==> src/rtl/baud_pkg.sv <==
package baud_pkg;
  localparam int unsigned DEF_INT_W      = 16;
  localparam int unsigned DEF_FRAC_W     = 6;
  localparam int unsigned DEF_OVERSAMPLE = 16;
endpackage

==> src/rtl/baud_frac_accum.sv <==
module baud_frac_accum #(
  parameter int unsigned FRAC_W = 6
) (
  input  logic              clk,
  input  logic              rst_n,
  input  logic              clear,
  input  logic              step,
  input  logic [FRAC_W-1:0] frac,
  output logic              carry,
  output logic [FRAC_W-1:0] phase_q
);
  logic [FRAC_W:0] sum;

  function automatic logic [FRAC_W:0] phase_add(input logic [FRAC_W-1:0] a,
                                                input logic [FRAC_W-1:0] b);
    return {1'b0, a} + {1'b0, b};
  endfunction

  assign sum   = phase_add(phase_q, frac);
  assign carry = sum[FRAC_W];

  always_ff @(posedge clk) begin
    if (!rst_n || clear) phase_q <= '0;
    else if (step)       phase_q <= sum[FRAC_W-1:0];
  end

  // After an overflow the residue is below the step just added.
  AST_WRAP_RESIDUE: assert property (@(posedge clk) disable iff (!rst_n)
    $past(carry && step && !clear) |-> (phase_q < $past(frac)))
    else $error("residue after wrap");
endmodule

==> src/rtl/baud_period_counter.sv <==
module baud_period_counter #(
  parameter int unsigned INT_W = 16,
  localparam int unsigned CNT_W = INT_W + 1
) (
  input  logic             clk,
  input  logic             rst_n,
  input  logic             load,
  input  logic             stop,
  input  logic [CNT_W-1:0] load_val,
  output logic             running,
  output logic             expire
);
  localparam logic [CNT_W-1:0] ONE = CNT_W'(1);
  logic [CNT_W-1:0] cnt_q;

  assign expire = running && (cnt_q == '0);

  always_ff @(posedge clk) begin
    if (!rst_n || stop) begin
      running <= 1'b0;
      cnt_q   <= '0;
    end else if (load) begin
      running <= 1'b1;
      cnt_q   <= load_val - ONE;
    end else if (running && cnt_q != '0) begin
      cnt_q   <= cnt_q - ONE;
    end
  end

  // A period longer than one clock cannot expire right after loading.
  AST_NO_EARLY_EXPIRE: assert property (@(posedge clk) disable iff (!rst_n)
    ($past(load && !stop) && $past(load_val) != ONE) |-> !expire)
    else $error("early expire");
endmodule

==> src/rtl/baud_bit_divider.sv <==
module baud_bit_divider #(
  parameter int unsigned OVERSAMPLE = 16,
  parameter bit          HAS_STROBE = 1'b1,
  localparam int unsigned SUB_W = (OVERSAMPLE > 1) ? $clog2(OVERSAMPLE) : 1
) (
  input  logic clk,
  input  logic rst_n,
  input  logic clear,
  input  logic tick,
  output logic strobe
);
  generate
    if (HAS_STROBE) begin : g_strobe
      localparam logic [SUB_W-1:0] LAST = SUB_W'(OVERSAMPLE - 1);
      logic [SUB_W-1:0] sub_q;
      always_ff @(posedge clk) begin
        if (!rst_n || clear)  sub_q <= '0;
        else if (tick)        sub_q <= (sub_q == LAST) ? '0 : sub_q + SUB_W'(1);
      end
      assign strobe = tick && (sub_q == LAST);
    end else begin : g_none
      assign strobe = 1'b0;
    end
  endgenerate
endmodule

==> src/rtl/frac_baud_gen.sv <==
module frac_baud_gen
  import baud_pkg::*;
#(
  parameter int unsigned INT_W      = DEF_INT_W,
  parameter int unsigned FRAC_W     = DEF_FRAC_W,
  parameter int unsigned OVERSAMPLE = DEF_OVERSAMPLE,
  parameter bit          HAS_STROBE = 1'b1
) (
  input  logic              clk,
  input  logic              rst_n,
  input  logic              enable,
  input  logic [INT_W-1:0]  div_int,
  input  logic [FRAC_W-1:0] div_frac,
  output logic              tick_16x,
  output logic              bit_strobe
);
  localparam int unsigned CNT_W = INT_W + 1;

  logic              legal, boundary, load, stop;
  logic              running, expire, carry;
  logic [FRAC_W-1:0] phase;
  logic [CNT_W-1:0]  period_len;

  function automatic logic [CNT_W-1:0] period_of(input logic [INT_W-1:0] ip,
                                                 input logic c);
    return {1'b0, ip} + {{INT_W{1'b0}}, c};
  endfunction

  assign legal      = (div_int != '0);
  assign boundary   = !running || expire;
  assign load       = enable && legal && boundary;
  assign stop       = !enable || (!legal && boundary);
  assign period_len = period_of(div_int, carry);

  baud_frac_accum #(.FRAC_W(FRAC_W)) u_accum (
    .clk(clk), .rst_n(rst_n), .clear(!enable), .step(load),
    .frac(div_frac), .carry(carry), .phase_q(phase)
  );

  baud_period_counter #(.INT_W(INT_W)) u_count (
    .clk(clk), .rst_n(rst_n), .load(load), .stop(stop),
    .load_val(period_len), .running(running), .expire(expire)
  );

  assign tick_16x = expire;

  baud_bit_divider #(.OVERSAMPLE(OVERSAMPLE), .HAS_STROBE(HAS_STROBE)) u_bits (
    .clk(clk), .rst_n(rst_n), .clear(!enable), .tick(expire), .strobe(bit_strobe)
  );

  AST_OFF_NO_TICK: assert property (@(posedge clk) disable iff (!rst_n)
    !enable |=> !tick_16x) else $error("tick while off");
  AST_ZERO_HOLDS: assert property (@(posedge clk) disable iff (!rst_n)
    (!running && !legal) |=> !tick_16x) else $error("tick at zero divisor");
  AST_STROBE_SPACED: assert property (@(posedge clk) disable iff (!rst_n)
    (bit_strobe && OVERSAMPLE > 1) |=> !bit_strobe) else $error("strobe twice");
  AST_PHASE_IDLE: assert property (@(posedge clk) disable iff (!rst_n)
    $past(!enable) |-> (phase == '0)) else $error("phase kept");
endmodule

==> config.mk <==
export PLATFORM = sky130hd
export DESIGN_NAME = frac_baud_gen
export DESIGN_NICKNAME = d
export VERILOG_FILES = /design/src/rtl/baud_pkg.sv /design/src/rtl/baud_frac_accum.sv /design/src/rtl/baud_period_counter.sv /design/src/rtl/baud_bit_divider.sv /design/src/rtl/frac_baud_gen.sv
export SDC_FILE = /design/constraint.sdc
export NUM_CORES = 1
export LEC_CHECK = 0
export BUFFER_PORTS_ARGS = -buffer_cell sky130_fd_sc_hd__buf_2
export CAP_MARGIN = 5
export CORE_MARGIN = 2
export CORE_UTILIZATION = 52
export CTS_CLUSTER_SIZE = 25
export DETAILED_ROUTE_END_ITERATION = 12
export PLACE_DENSITY = 0.78
export SYNTH_ARGS = -nofsm -noshare
export SYNTH_HDL_FRONTEND = slang
export SYNTH_SLANG_ARGS = --single-unit
export TNS_END_PERCENT = 5
==> constraint.sdc <==
create_clock -name clk -period 2.68 [get_ports clk]
set_input_delay 0.268 -clock clk [delete_from_list [all_inputs] [get_ports clk]]
set_output_delay 0.268 -clock clk [all_outputs]
set_load 0.1 [all_outputs]
# == Yosys cells after proc, flatten, opt, wreduce, memory -nomap -nowiden ==
# Cells that the tools add are included.
# totals
register_bits,28
input_bits,25
out_inout_bits,2
wordCells,31
# classes
addsub,5
n_eq_ne,1
mux,3
reduce_logical,18
# op_table
operator,count
2-to-1 mux 17 bit,2
subtractor 17 x 1 -> 17 bit (second input constant),2
adder 16 x 1 -> 17 bit,1
logical NOT 17 bit,1
nonzero test 17 bit,1
nonzero test 16 bit,1
adder 6 x 6 -> 7 bit,1
logical AND 1 bit,6
adder 4 x 1 -> 4 bit (second input constant),1
equality test 4 bit (second input constant),1
logical NOT 1 bit,4
logical OR 1 bit,4
2-to-1 mux 4 bit,1
nonzero test 2 bit,1

# == Longest topological paths before layout ==
# Gate-level depths: netlist of run 1.
# logic_depth
word_depth,6
ltp_mapped,16
ltp_nobuf,16

# == Cells and area by module ==
# From an unflattened synthesis of run 1, not the netlist that was laid out.
# unflattened
cells_unflattened,308
area_unflattened_um2,2534.9
# by_module_without_submodules
module,instances,cells_each,area_each_um2,seq_area_each_um2
baud_period_counter,1,184,1545.2,360.3
baud_frac_accum,1,51,442.9,120.1
frac_baud_gen,1,53,361.6,0.0
baud_bit_divider,1,20,185.2,80.1

# == Worst setup path before layout of run 1 ==
# No wires, ideal clock.
# synth_timing
path_kind,register to output
startpoint,register u_count.cnt_q[0]
endpoint,output bit_strobe
arrival_time_ps,3146
t_required_ps,2412
path_slack_ps,-734
stages_incl_launch_ff,7
n_path_buf,0
cell_sequence,dfxtp_1 inv_1 ha_1 or4b_2 nor2_1 nand4_1 nor2_1
# synth_between
elab_chain_len,3
# synth_rtl
item,line,text
from (decl),baud_period_counter.sv:14,logic [CNT_W-1:0] cnt_q;
from (signal assigned),baud_period_counter.sv:24,cnt_q <= load_val - ONE;
from (signal assigned),baud_period_counter.sv:26,cnt_q <= cnt_q - ONE;
logical NOT 17 bit,baud_period_counter.sv:16,assign expire = running && (cnt_q == '0);
logical AND 1 bit,baud_period_counter.sv:16,
logical AND 1 bit,baud_bit_divider.sv:20,assign strobe = tick && (sub_q == LAST);
to (decl),frac_baud_gen.sv:15,output logic bit_strobe
# No other way between the ends.

# == Final worst setup path of run 1 ==
# layout_timing
startpoint,register u_accum.phase_q[0]
endpoint,register u_count.cnt_q[10]
# layout_between
elab_chain_len,4
# layout_rtl
item,line,text
from (decl),baud_frac_accum.sv:10,output logic [FRAC_W-1:0] phase_q
from (signal assigned),baud_frac_accum.sv:24,else if (step) phase_q <= sum[FRAC_W-1:0];
adder 6 x 6 -> 7 bit,baud_frac_accum.sv:16,"return {1'b0, a} + {1'b0, b};"
adder 16 x 1 -> 17 bit,frac_baud_gen.sv:26,"return {1'b0, ip} + {{INT_W{1'b0}}, c};"
subtractor 17 x 1 -> 17 bit,baud_period_counter.sv:24,
2-to-1 mux 17 bit,baud_period_counter.sv:22,end else if (load) begin
# No other way between the ends.
# A chain may end at the register's enable or synchronous reset.

==> flow_metrics.tcl, run 1 <==
set metrics [dict create \
    status "finished, violations left" \
    violations "setup timing" \
    portBuffers 26 \
    cts_tree "done" \
    skew_ps 10.1 \
    path_class "reg -> reg" \
    async_reset_ff_share_pct 0 \
    drv_slew 0 \
    relSlewSlack_pct 51.4 \
    drc_errors 0 \
    layout.nets 326 \
    antenna_cells 0 \
    initial_core_util_pct 53.3 \
    synthDistinctLibCells 52 \
    p_comb_share_pct 29.7 \
    cp-start-kind "flop" \
    clockPowerShare_pct 29.9 \
    crit_required_ps 2870 \
    grt_pass1_wl_um 7930 \
    clk_pin_slew_ps 100 \
    rsz0062_at_grt "yes" \
    utilization_pct 69.9 \
    wl_per_cell_um 14.2 \
    routed_wl_um 4770 \
    power_switching_uw 340 \
    fin_crit_ps 2780 \
    vias 1916 \
    netlist_area_sq_um 1920 \
    hold_depth 3 \
    critical-path-top-delay-family "compound AO/OA/AOI/OAI gates" \
    ff2ff_path_depth 15 \
    hold_viol 0 \
    row_count 22 \
    internal_power_uw 793 \
    drtIter0Drc 95 \
    grt_pass1_vias 1856 \
    ys.flop_type "dfxtp_1" \
    ys_seq_area_share_pct 29.2 \
    syn-num-nets 273 \
    clock_latency_ps 290 \
    instances_no_fill 337 \
    synth_edf_count 0 \
    drt-pass1-iter-count 4 \
    cts_max_path_buffers 2 \
    cp_slowest_cell "or3_4" \
    syn_to_final_growth_pct 31.1 \
    synth_warnings 0 \
    grt_max_degree 18 \
    overflow 0 \
    max_stage_delay_ps 370 \
    synth_seq_cells 28 \
    dieArea_sq_um 4200 \
    seqPwrFrac_pct 40.4 \
    setup_viol 5 \
    crit_arrival_ps 2960 \
    worst_slew_pin_slew_ps 728 \
    fin_ws_ps -96.7 \
    r2r_setup_slack_ps -100 \
    ir_drop_uv 474 \
    die_y_um 64.8 \
    grt_usage_pct 23.8 \
    antenna_found_initial 0 \
    post-place-ws_ps -435 \
    antenna_left 0 \
    critPathBufInv 2 \
    cts_inserted_buffers 3 \
    clock_sinks 28 \
    crit_chain "ha_4 -> inv_2 -> fa_2 -> inv_2 -> a21oi_2 -> o21bai_2 -> a21o_1 -> a21oi_2 -> ha_2 -> ha_4 -> nand2b_4 -> or3_4 -> nor3_2 -> xnor2_1 -> a221oi_2" \
    drive_gt1_share_pct 31.5 \
    worstHoldPathType "in -> reg" \
    syn_area_per_cell_sq_um 8.11 \
    final_cell_mix "28 x buf_4, 27 x dfxtp_1, 24 x buf_2" \
    cts_hold_buffers 0 \
    io_pins 27 \
    fillers 292 \
    p_sw_share_pct 30.0 \
    cts_root_buffer "clkbuf_8" \
    cellPowerDensity_nw_per_um2 450 \
    power.static_leakage_uw 0.00103 \
    max_freq_ghz 0.360 \
    cp.depth 15 \
    synthCells 237 \
    critPathCaptureType "flop" \
    coreArea_sq_um 3610 \
    die_w_um 64.8 \
    worstPathMaxFanout 4 \
    h-tree-depth 1 \
    avgViaCountPerCell 5.69 \
    place.gp.congestion 0.867 \
    period_share_pct 104 \
    drv_cap 0 \
    final_common_cell "buf_4" \
    hpwl_um 3580 \
    total_power_uw 1130 \
    place_inst 325 \
]
area by class of cell:
type,count,area (sq um),share of cell area [%]
multi-input combinational,191,1390,55.2
sequential,28,562,22.3
timing repair buffer,55,390,15.5
tap,48,60.1,2.38
inverter,11,45.0,1.79
clock buffer,3,41.3,1.64
clock inverter,1,30.0,1.19
Yosys cell counts, drive strengths merged (3+ instances only):
cell / number / area (sq um)
dfxtp: 28 / 561
nor2: 24 / 92.6
nand2: 23 / 86.3
a21oi: 21 / 105
xnor2: 12 / 105
xor2: 12 / 105
inv: 11 / 41.3
ha: 10 / 125
nor3: 9 / 45.0
o21ai: 9 / 45.0
nor4: 8 / 50.1
nand3: 6 / 30.0
or4: 6 / 52.6
a221oi: 4 / 35.0
buf: 4 / 36.3
a211oi: 3 / 22.5
a32oi: 3 / 26.3
and3: 3 / 20.0
clkbuf: 3 / 11.3
nand4: 3 / 18.8
nor3b: 3 / 22.5
or3: 3 / 18.8
final timing paths:
check                       endpoint                from
setup / recovery   u_count.cnt_q[10]  u_accum.phase_q[0]
hold reg to reg   u_accum.phase_q[3]  u_accum.phase_q[3]
hold / removal      u_count.cnt_q[6]          div_int[6]
setup reg to reg   u_count.cnt_q[10]  u_accum.phase_q[0]
through the flow:
step | cell area (sq um) | TNS (ps) | hold WS (ps)
after floorplan | 1950 | -17.0 | 436
after global placement | 2290 | -1480 | 445
after detailed placement | 2290 | -2640 | 452
after CTS | 2480 | -500 | 344
after global routing | 2520 | -1700 | 358
final | 2520 | -220 | 345
state kept, by name (all words and copies together), names as in the netlist:
signal,count
u_count.cnt_q,17
u_count.running,1
u_bits.g_strobe.sub_q,4
u_accum.phase_q,6
tightest hold or removal path, delay by kind of cell:
family,cells,cell delay [ps]
AOI/OAI and AO/OA,1,70
xor gates and xnor gates,1,130
buffers and inverters,1,100
power groups by stage:
| stage | logic [uW] | clock network [uW] | registers [uW] |
|---|---|---|---|
| floorplan | 202 | 0 | 459 |
| global placement | 301 | 0 | 464 |
| detailed placement | 308 | 0 | 465 |
| CTS | 328 | 341 | 456 |
| global route | 369 | 358 | 459 |
| finish | 336 | 339 | 457 |
kinds of logic after synthesis:
group / share of synthesized area [%]
buf+inv: 4.62
fa+ha+maj: 7.55
simple gates: 27.0
xor+xnor: 10.9
compound gates: 20.7
flops: 29.2
repair_timing:
action / in CTS / in global routing
setup buffers: 5 / 3
endpoints found under the setup margin: 11 / 11
hold endpoints to repair: 0 / 0
gates resized for setup: 19 / 3
pin swaps: 13 / 11
layer usage:
| layer | routed length [um] | share of wire [%] | global-route usage, % | vias up |
|---|---|---|---|---|
| met4 | 59 | 1.2 | 5.59 | 0 |
| met3 | 247 | 5.2 | 4.34 | 8 |
| met1 | 2100 | 44 | 28.4 | 874 |
| met2 | 2370 | 50 | 43.7 | 61 |
| met5 | 0 | 0 | 0 | - |
| li1 | - | - | - | 973 |
No activity file was read; power rests on OpenSTA's default activity.
==> run 2, diff against run 1 <==
Settings changed: CORE_MARGIN 2 to unset.
==> flow_metrics.tcl, run 2 (same netlist as run 1, synthesis figures left out) <==
set metrics [dict create \
    grt_usage_pct 26.3 \
    power_switching_uw 336 \
    fin_crit_ps 2920 \
    drc_errors 0 \
    setup_tns_ps -406 \
    clockPowerShare_pct 22.7 \
    fillers 287 \
    status "finished, violations left" \
    antenna_cells 0 \
    hpwl_um 3590 \
    rsz0062_at_grt "yes" \
    worstHoldPathType "in -> reg" \
    initial_core_util_pct 55.8 \
    clock_latency_ps 280 \
    drv_slew 0 \
    final_common_cell "dfxtp_1" \
    clock_sinks 28 \
    final_cell_mix "27 x dfxtp_1, 24 x buf_2, 23 x nand2_1, 23 x buf_4, 20 x nor2_1" \
    largest_reg_flops 17 \
    drt-pass1-iter-count 4 \
    dieArea_sq_um 3940 \
    io_pins 27 \
    grt_pass1_vias 1873 \
    critPathCaptureType "flop" \
    relSlewSlack_pct 72.3 \
    skew_ps 4.14 \
    cts_tree "done" \
    syn_to_final_growth_pct 28.5 \
    hold_viol 0 \
    layout.nets 321 \
    setup_viol 8 \
    cts_inserted_buffers 3 \
    die_w_um 62.8 \
    p_comb_share_pct 32.7 \
    p_sw_share_pct 32.8 \
    portBuffers 26 \
    worstPathMaxFanout 4 \
    internal_power_uw 690 \
    crit_arrival_ps 3120 \
    cts_max_path_buffers 2 \
    h-tree-depth 1 \
    power.static_leakage_uw 0.000999 \
    seqPwrFrac_pct 44.5 \
    worst_slew_pin_slew_ps 414 \
    routed_wl_um 4860 \
    grt_pass1_wl_um 8180 \
    wl_per_cell_um 14.8 \
    crit_required_ps 2880 \
    overflow 0 \
    clk_pin_slew_ps 90 \
    path_class "reg -> reg" \
    drv_cap 0 \
    placed_area_sq_um 2290 \
    top_regs "u_count.cnt_q (17), u_accum.phase_q (6), u_bits.g_strobe.sub_q (4)" \
    row_count 21 \
    fin_ws_ps -239 \
    cts_root_buffer "clkbuf_8" \
    avgViaCountPerCell 5.94 \
    antenna_found_initial 0 \
    place.gp.congestion 0.889 \
    place_inst 324 \
    antenna_left 0 \
    utilization_pct 71.8 \
    period_share_pct 109 \
    ir_drop_uv 246 \
    instances_no_fill 329 \
    drive_gt1_share_pct 30.7 \
    cellPowerDensity_nw_per_um2 416 \
    r2r_setup_slack_ps -240 \
    coreArea_sq_um 3440 \
    vias 1953 \
    grt_max_degree 16 \
    finalInstanceArea_sq_um 2470 \
    die_y_um 62.8 \
    violations "setup timing" \
    max_freq_ghz 0.343 \
    cp-start-kind "flop" \
    top_register "u_count.cnt_q" \
    drtIter0Drc 112 \
    whs_ps 319 \
]
-- run 2: worst paths after layout --
| path | startpoint | to | depth (start not counted) |
|---|---|---|---|
| max | u_accum.phase_q[0] | u_count.cnt_q[14] | 16 |
| min reg2reg | u_accum.phase_q[4] | u_accum.phase_q[4] | 2 |
| max reg2reg | u_accum.phase_q[0] | u_count.cnt_q[14] | 16 |
| min | div_int[6] | u_count.cnt_q[6] | 3 |
-- run 2: what timing repair did --
item,CTS,global route
gates resized for setup,10,16
endpoints found under the setup margin,10,15
hold buffers,0,0
setup buffers,2,0
pin swaps,5,12
-- run 2: area by class of cell --
type                       count  area [sq um]  share of cell area [%]
clock buffer                   3          41.3                    1.67
inverter                      11          45.0                    1.82
multi-input combinational    191          1410                    57.1
sequential                    28           562                    22.7
tap                           46          57.6                    2.33
timing repair buffer          50           353                    14.3
-- run 2: worst max-delay path: stages, from the launching register on --
cell and delay, ps:
dfxtp_2 350, ha_4 160, inv_2 50, fa_2 210, inv_2 40, a21oi_2 100
o21bai_1 90, a21o_1 170, a21oi_2 150, ha_2 230, ha_4 160, nand2b_4 50
or3_4 420, nor4_4 230, xor2_1 180, a32oi_1 80, a21oi_1 190
-- run 2: stage by stage --
stage | setup WS (ps) | power (uW)
finish | -239 | 1030
global route | -389 | 1080
CTS | -108 | 1020
detailed placement | -275 | 775
global placement | -199 | 769
floorplan | -8.81 | 660
-- run 2: routing by layer --
layer | up-vias | global-route usage, % | part of all wire [%] | wire length (um)
met1 | 914 | 31.0 | 43 | 2100
met4 | 0 | 14.5 | 2.4 | 118
li1 | 962 | - | - | -
met5 | - | 0 | 0 | 0
met2 | 63 | 45.0 | 50 | 2440
met3 | 14 | 4.56 | 4.2 | 205
-- run 2: power groups by stage --
stage	combinational (uW)	clock [uW]	sequential (uW)
3_3_place_gp	305	0	464
2_1_floorplan	202	0	459
3_5_place_dp	310	0	465
5_1_grt	368	257	460
4_1_cts	322	242	456
6_report	336	233	457
